File: src/rtl/rx_rst_pkg.sv
package rx_rst_pkg;
  localparam int unsigned NUM_REGIONS = 4;
  localparam int unsigned NUM_DIRECT  = 5;
  localparam int unsigned IDX_W       = $clog2(NUM_REGIONS);
  localparam int unsigned SRCH_W      = IDX_W + 1;
  localparam int unsigned PCS_IDX     = NUM_REGIONS - 1;

  typedef struct packed {
    logic cfgLoad;   // capture configuration and load the hold counter
    logic cntLoad;   // reload the hold counter for the next region
  } dpStrobe_t;

  // Lowest set bit of sel at or above index from; NUM_REGIONS when none.
  function automatic logic [SRCH_W-1:0] firstFrom(logic [NUM_REGIONS-1:0] sel,
                                                  logic [SRCH_W-1:0] from);
    logic [SRCH_W-1:0] res;
    res = SRCH_W'(NUM_REGIONS);
    for (int k = NUM_REGIONS - 1; k >= 0; k--) begin
      if (sel[k] && (SRCH_W'(k) >= from)) res = SRCH_W'(k);
    end
    return res;
  endfunction
endpackage

File: src/rtl/rx_rst_dp.sv
module rx_rst_dp
  import rx_rst_pkg::*;
#(
  parameter int unsigned HOLD_CYCLES = 4
) (
  input  logic                   clk,
  input  logic                   rstN,
  input  dpStrobe_t              strb,
  input  logic                   seqMode,
  input  logic [1:0]             feMask,
  input  logic [1:0]             pcsMask,
  input  logic                   bypEn,
  input  logic [NUM_DIRECT-1:0]  dirRst,
  output logic [NUM_REGIONS-1:0] liveSel,
  output logic [NUM_REGIONS-1:0] latSel,
  output logic                   seqLat,
  output logic                   holdDone,
  output logic [NUM_DIRECT-1:0]  compRst
);
  localparam int unsigned CNT_W = $clog2(HOLD_CYCLES + 1);
  localparam logic [CNT_W-1:0] CNT_INIT = CNT_W'(HOLD_CYCLES - 1);

  logic [CNT_W-1:0] cnt;

  assign liveSel  = {pcsMask[1], pcsMask[0] & bypEn, feMask[1], feMask[0]};
  assign holdDone = (cnt == '0);
  assign compRst  = seqMode ? '0 : dirRst;

  always_ff @(posedge clk or negedge rstN) begin
    if (!rstN) begin
      latSel <= '0;
      seqLat <= 1'b0;
    end else if (strb.cfgLoad) begin
      latSel <= liveSel;
      seqLat <= seqMode;
    end
  end

  always_ff @(posedge clk or negedge rstN) begin
    if (!rstN)                           cnt <= '0;
    else if (strb.cfgLoad || strb.cntLoad) cnt <= CNT_INIT;
    else if (cnt != '0)                  cnt <= cnt - 1'b1;
  end


  cfg_hold_chk: assert property (@(posedge clk) disable iff (!rstN)
    !strb.cfgLoad |=> ($stable(latSel) && $stable(seqLat)));
endmodule

File: src/rtl/rx_rst_ctrl.sv
module rx_rst_ctrl
  import rx_rst_pkg::*;
(
  input  logic                   clk,
  input  logic                   rstN,
  input  logic                   gblRst,
  input  logic                   seqMode,
  input  logic                   userRdy,
  input  logic [NUM_REGIONS-1:0] liveSel,
  input  logic [NUM_REGIONS-1:0] latSel,
  input  logic                   seqLat,
  input  logic                   holdDone,
  output dpStrobe_t              strb,
  output logic [NUM_REGIONS-1:0] regRst,
  output logic                   done
);
  typedef enum logic [1:0] {ST_IDLE, ST_ARM, ST_SEQ, ST_ALL} state_t;

  state_t st, stN;
  logic [IDX_W-1:0] cur, curN;
  logic [NUM_REGIONS-1:0] regN;
  logic doneN;
  logic [SRCH_W-1:0] firstLive, nextLat;

  assign firstLive = firstFrom(liveSel, '0);
  assign nextLat   = firstFrom(latSel, SRCH_W'(cur) + 1'b1);

  always_comb begin
    stN   = st;
    curN  = cur;
    regN  = regRst;
    doneN = done;
    strb  = '0;
    if (gblRst) begin
      stN   = ST_ARM;
      regN  = '0;
      doneN = 1'b0;
    end else begin
      unique case (st)
        ST_ARM: begin
          strb.cfgLoad = 1'b1;
          if (seqMode) begin
            if (firstLive[IDX_W]) begin
              doneN = 1'b1;
              stN   = ST_IDLE;
            end else begin
              regN = '0;
              regN[firstLive[IDX_W-1:0]] = 1'b1;
              curN = firstLive[IDX_W-1:0];
              stN  = ST_SEQ;
            end
          end else begin
            regN = liveSel;
            stN  = (liveSel == '0) ? ST_IDLE : ST_ALL;
          end
        end
        ST_SEQ: begin
          if (holdDone && ((cur != IDX_W'(PCS_IDX)) || userRdy)) begin
            regN = '0;
            if (nextLat[IDX_W]) begin
              doneN = 1'b1;
              stN   = ST_IDLE;
            end else begin
              regN[nextLat[IDX_W-1:0]] = 1'b1;
              curN = nextLat[IDX_W-1:0];
              strb.cntLoad = 1'b1;
            end
          end
        end
        ST_ALL: begin
          if (holdDone) begin
            regN = '0;
            regN[PCS_IDX] = regRst[PCS_IDX] & ~userRdy;
            if (regN == '0) stN = ST_IDLE;
          end
        end
        default: ;
      endcase
    end
  end

  always_ff @(posedge clk or negedge rstN) begin
    if (!rstN) begin
      st     <= ST_IDLE;
      cur    <= '0;
      regRst <= '0;
      done   <= 1'b0;
    end else begin
      st     <= stN;
      cur    <= curN;
      regRst <= regN;
      done   <= doneN;
    end
  end


  gbl_abort_chk: assert property (@(posedge clk) disable iff (!rstN)
    gblRst |=> ((regRst == '0) && !done));


  seq_single_chk: assert property (@(posedge clk) disable iff (!rstN)
    (st == ST_SEQ) |-> ($countones(regRst) == 1));


  pcs_gate_chk: assert property (@(posedge clk) disable iff (!rstN)
    ($fell(regRst[PCS_IDX]) && !$past(gblRst)) |-> $past(userRdy));


  done_mode_chk: assert property (@(posedge clk) disable iff (!rstN)
    done |-> seqLat);
endmodule

File: src/rtl/rx_rst_seq.sv
module rx_rst_seq
  import rx_rst_pkg::*;
#(
  parameter int unsigned HOLD_CYCLES = 4
) (
  input  logic                   clk,
  input  logic                   rstN,
  input  logic                   gblRst,
  input  logic                   seqMode,
  input  logic [1:0]             feMask,
  input  logic [1:0]             pcsMask,
  input  logic                   bypEn,
  input  logic                   userRdy,
  input  logic [NUM_DIRECT-1:0]  dirRst,
  output logic [NUM_REGIONS-1:0] regRst,
  output logic [NUM_DIRECT-1:0]  compRst,
  output logic                   done
);
  dpStrobe_t strb;
  logic [NUM_REGIONS-1:0] liveSel, latSel;
  logic seqLat, holdDone;

  rx_rst_dp #(.HOLD_CYCLES(HOLD_CYCLES)) u_dp (
    .clk(clk), .rstN(rstN), .strb(strb), .seqMode(seqMode),
    .feMask(feMask), .pcsMask(pcsMask), .bypEn(bypEn), .dirRst(dirRst),
    .liveSel(liveSel), .latSel(latSel), .seqLat(seqLat),
    .holdDone(holdDone), .compRst(compRst)
  );

  rx_rst_ctrl u_ctrl (
    .clk(clk), .rstN(rstN), .gblRst(gblRst), .seqMode(seqMode),
    .userRdy(userRdy), .liveSel(liveSel), .latSel(latSel), .seqLat(seqLat),
    .holdDone(holdDone), .strb(strb), .regRst(regRst), .done(done)
  );
endmodule

File: config.mk
export PLATFORM = sky130hd
export DESIGN_NAME = rx_rst_seq
export DESIGN_NICKNAME = d
export VERILOG_FILES = /design/src/rtl/rx_rst_pkg.sv /design/src/rtl/rx_rst_dp.sv /design/src/rtl/rx_rst_ctrl.sv /design/src/rtl/rx_rst_seq.sv
export SDC_FILE = /design/constraint.sdc
export NUM_CORES = 1
export LEC_CHECK = 0
export CAP_MARGIN = 20
export CORE_MARGIN = 2
export CORE_UTILIZATION = 44
export DETAILED_ROUTE_END_ITERATION = 12
export MAX_ROUTING_LAYER = met4
export PLACE_DENSITY = 0.78
export RECOVER_POWER = 100
export SLEW_MARGIN = 20
export SYNTH_ARGS = -nofsm -noshare
export SYNTH_HDL_FRONTEND = slang
export SYNTH_HIERARCHICAL = 1
export SYNTH_SLANG_ARGS = --single-unit
File: constraint.sdc
create_clock -name clk -period 1.6 [get_ports clk]
set_input_delay 0.32 -clock clk [delete_from_list [all_inputs] [get_ports clk]]
set_output_delay 0.32 -clock clk [all_outputs]
set_load 0.05 [all_outputs]
## After elaboration in Yosys (flattened, before gate mapping)

Index checks and enable logic that the tools add are counted.

| storage, ports and cells | value |
|---|---|
| register bits | 16 |
| input port bits | 15 |
| output and inout port bits | 10 |
| word-level logic and storage cells | 102 |

| operators by class | value |
|---|---|
| $add $sub $neg | 2 |
| $lt $le $gt $ge | 8 |
| equal/unequal tests | 15 |
| muxes and demuxes | 47 |
| bitwise operators | 4 |
| reductions and logical operators | 20 |

Operators with widths:

| operator | number |
|---|---|
| 3-bit 2-to-1 mux | 10 |
| 2-bit 2-to-1 mux | 13 |
| 4-bit 2-to-1 mux | 6 |
| 3-bit by 2-bit != test with 1-bit output, second input constant | 4 |
| 4-bit case mux with 3 select lines | 1 |
| 1-bit 2-to-1 mux | 11 |
| 5-bit AND reduction | 2 |
| 2-bit != test, second input constant | 4 |
| 1-bit logical AND | 7 |
| 1-bit by 3-bit greater-or-equal comparator with 1-bit output, first input constant | 2 |
| 2-bit by 3-bit greater-or-equal comparator with 1-bit output, first input constant | 2 |
| 2-bit by 3-bit less-than comparator with 1-bit output, second input constant | 2 |
| 3-bit != test, second input constant | 2 |
| 2-bit case mux with 3 select lines | 1 |
| 6-bit AND reduction | 1 |
| 3-bit nonzero test | 2 |
| 5-bit 2-to-1 mux | 1 |
| 1-bit demux with 2-bit select | 2 |
| 2-bit equality test, second input constant | 2 |
| 2-bit by 1-bit greater-or-equal comparator with 1-bit output, second input constant | 2 |
| 4-bit logical NOT | 1 |
| 4-bit != test, second input constant | 1 |
| 2-bit case mux with 2 select lines | 1 |
| 4-bit AND reduction | 1 |
| other kinds (11) | 15 |

## Logic depth before layout (Yosys ltp)

| logic depth | value |
|---|---|
| depth in word-level cells | 15 |
| mapped depth | 8 |
| gate-level depth less buffers | 8 |

## By module

The synthesis kept the hierarchy.

Modules (own cells, without submodules):

| module | instances | cells an instance | area an instance (sq um) | sequential area each (sq um) |
|---|---|---|---|---|
| rx_rst_ctrl | 1 | 81 | 661.9 | 225.2 |
| rx_rst_dp | 1 | 36 | 439.2 | 200.2 |

## Least setup slack after synthesis

No wires, ideal clock.

| timing path | value |
|---|---|
| path kind | flip-flop to flip-flop |
| start point | register u_dp.cnt[0] |
| end point | register u_ctrl.regRst[1] |
| library setup time | 0.128 ns |
| arrival time | 1.607 ns |
| required time | 1.472 ns |
| setup slack | -0.134 ns |
| cell stages (with the launch flop) | 9 |
| buffers on the path | 0 |
| clock period less this slack | 1.734 ns |
| cell sequence | dfrtp_1 > inv_1 > ha_1 > nor2b_4 > mux2_1 > o21ai_1 > nor2b_1 > nor2_2 > mux2_1 |

| between the ends | value |
|---|---|
| cells in the longest elaborated chain, start to end | 4 |

RTL lines:

| item | RTL line | RTL |
|---|---|---|
| start, declared | rx_rst_dp.sv:23 | `logic [CNT_W-1:0] cnt;` |
| start signal, assigned | rx_rst_dp.sv:42 | `else if (cnt != '0) cnt <= cnt - 1'b1;` |
| 3-bit logical NOT * | rx_rst_dp.sv:26 | `assign holdDone = (cnt == '0);` |
| named net holdDone | rx_rst_seq.sv:21 | `logic seqLat, holdDone;` |
| 1-bit logical AND | rx_rst_ctrl.sv:58 | `if (holdDone && ((cur != IDX_W'(PCS_IDX)) \|\| userRdy)) begin` |
| 3-bit by 2-bit != test with 1-bit output (no source line) | n/a |  |
| 4-bit AND reduction (no source line) * | n/a |  |
| end signal, assigned | rx_rst_ctrl.sv:91 | `regRst <= regN;` |
| end, declared | rx_rst_ctrl.sv:14 | `output logic [NUM_REGIONS-1:0] regRst,` |

The timed path passes the listed nets; every way through them passes the cells marked *.
A chain may end at the register's enable or synchronous reset.

## Worst setup path after layout

| timing path | value |
|---|---|
| start point | register u_dp.cnt[1] |
| end point | register u_ctrl.regRst[2] |

The elaborated chain is that of the path after synthesis.

==> results.yml <==
route:
  first_pass_iters: 4
  drt-total-wl_um: 3160
  via_per_inst: 5.55
  drc: 0
  drtIter0Drc: 71
  vias: 1098
  wl_per_cell_um: 15.9
  final_antenna_net_count: 0
setup_path:
  crit_required_ns: 1.78
  r2r-start: "u_dp/cnt[1]"
  rrSetupSlack_ns: -0.08
  path_class: "flip-flop to flip-flop"
  crit_arrival_ns: 1.85
  cp_max_fo: 3
  endpoint_kind: "flip-flop"
  start_kind: "flip-flop"
  worstRegToRegCells: 8
  r2r-end: "u_ctrl/regRst[2]"
global_route:
  grt_overflow: 0
  grt_pass1_vias: 1075
  grt_pass1_wl_um: 4690
  grt_max_degree: 16
  antenna_found_initial: 0
  gr-usage-all-layers: 0.245
finish:
  syn2layout_area_growth_pct: 66.3
  diodes: 0
  design_area_um2: 1700
  multi_input_area_um2: 693
  layout.area.seq_um2: 378
  fillers: 151
  nNetsFinal: 188
  drive_gt1_frac: 0.482
placed_design:
  place_area_um2: 1550
  pre_cts_slack_ns: -0.406
  gp_congestion: 0.927
  dp.final_hpwl_um: 2270
  io_buffers: 24
clock_network:
  clock_path_buffers: 2
  cts.sinks: 15
  root_buffer: "clkbuf_4"
  clk_latency_ns: 0.29
  hold_buffers: 0
  cts_buffers: 3
  path_clk_slew_ns: 0.09
  htreeDepth: 1
  cts_tree: "built"
sta:
  report.final.slew_viol_count: 0
  tightest_slew_ns: 0.840
  setup_viol: 4
  clock.fmax_mhz: 596
  slew-limit-headroom: 0.440
  rsz0062_at_grt: "true"
  period_minus_slack_ns: 1.68
  finalCritPeriodShare: 1.05
  setup_ws_ns: -0.0791
  hold_ws_ns: 0.484
  hold_viol: 0
  skew_ns: 0.00286
synthesis:
  ys_warn_count: 6
  synth_nets: 130
  synthesis.area_um2: 1020
  avgSynthCellArea_um2: 9.04
  synthCells: 113
power:
  clockPowerShare: 0.116
  seq_power_share: 0.316
  switching_power_uw: 756
  swShare: 0.400
  p_leak_uw: 0.000797
  intPower_uw: 1140
  powerDensity_nw_per_um2: 1110
  combPwrFrac: 0.567
  peakVddDrop_uv: 804
job:
  drv_cap: 0
floorplan:
  dieWidth_um: 52.2
  core-area_um2: 2210
  die_area_um2: 2720
  rows: 17
  start_util: 0.462
  die_h_um: 52.2
  ioPinCount: 25
run_status:
  outcome: "finished, violations left"
  violations: "negative setup slack"
hold_path:
  worstHoldPathCells: 3
  holdPathEnd: "u_dp/latSel[3]"
  min_from: "pcsMask[1]"
  hp-class: "input port to flip-flop"
## final cells by class
type / count / area share
inverter: 8 / 0.0177
tap: 28 / 0.0206
multi-input combinational: 84 / 0.408
timing repair buffer: 59 / 0.315
sequential: 15 / 0.223
clock buffer: 4 / 0.0155
## layout by cell type (no fill, tap or decap), drive strengths merged, types with 2 or more instances in the layout
master	n
buf	39
dfrtp	15
nor2	11
clkdlybuf4s50	10
clkbuf	10
nor2b	9
nand2	8
a21oi	8
inv	8
mux2	6
o21ai	6
dlymetal6s2s	3
a32o	3
nand3	3
nand3b	2
mux2i	2
a31oi	2
nor3	2
nand2b	2
o211ai	2
ha	2
## critical path: stages, from the launching register on
cell,delay (ns)
dfrtp_1,0.37
inv_2,0.06
ha_4,0.15
nor2b_4,0.12
mux2_4,0.27
o21ai_4,0.08
nor2b_4,0.07
nor2_4,0.13
mux2_4,0.32
## per-stage QoR
stage / instances / total power [uW] / util / setup TNS (ns)
3_3_place_gp: 188 / 1490 / 0.700 / -2.86
2_1_floorplan: 113 / 1160 / - / -0.133
6_report: 198 / 1890 / 0.768 / -0.185
5_1_grt: 198 / 2010 / 0.768 / -0.496
3_5_place_dp: 188 / 1540 / 0.700 / -3.32
4_1_cts: 193 / 1820 / 0.739 / -0.0993
## what timing repair did
item	in CTS	in global routing
endpoints found under the setup margin	13	15
gates resized for setup	15	15
buffers inserted	1	5
hold endpoints to repair	0	0
pin swaps	1	3
## registers in the layout (all words and copies together) (netlist names)
name           flops
u_dp/latSel        3
u_ctrl/regRst      4
u_ctrl/cur         2
u_ctrl/done        1
u_dp/cnt           3
u_ctrl/st          2
## power by group through the flow
| stage | combinational [uW] | sequential (uW) | clock, uW |
|---|---|---|---|
| 6_report | 1070 | 598 | 220 |
| 4_1_cts | 1010 | 588 | 219 |
| 5_1_grt | 1160 | 613 | 240 |
| 3_5_place_dp | 951 | 593 | 0 |
| 3_3_place_gp | 908 | 584 | 0 |
| 2_1_floorplan | 529 | 631 | 0 |
## worst max path at each step
stage	slack, ns	cells past startpoint	startpoint	endpoint
CTS	-0.05	8	u_dp/cnt[1]	u_ctrl/regRst[2]
global placement	-0.35	6	pcsMask[0]	u_ctrl/cur[0]
global route	-0.12	8	u_dp/cnt[1]	u_ctrl/regRst[2]
floorplan	-0.07	8	u_dp/cnt[1]	u_ctrl/regRst[1]
finish	-0.08	8	u_dp/cnt[1]	u_ctrl/regRst[2]
detailed placement	-0.41	7	pcsMask[0]	u_ctrl/regRst[2]
## layer usage
metal / part of all wire / up-vias / track usage
met3: 0.077 / 9 / 0.0371
met4: 0.026 / 0 / 0.120
met1: 0.38 / 514 / 0.285
li1: - / 513 / -
met5: 0 / - / -
met2: 0.51 / 62 / 0.414
Power figures use the tool's default switching activity.
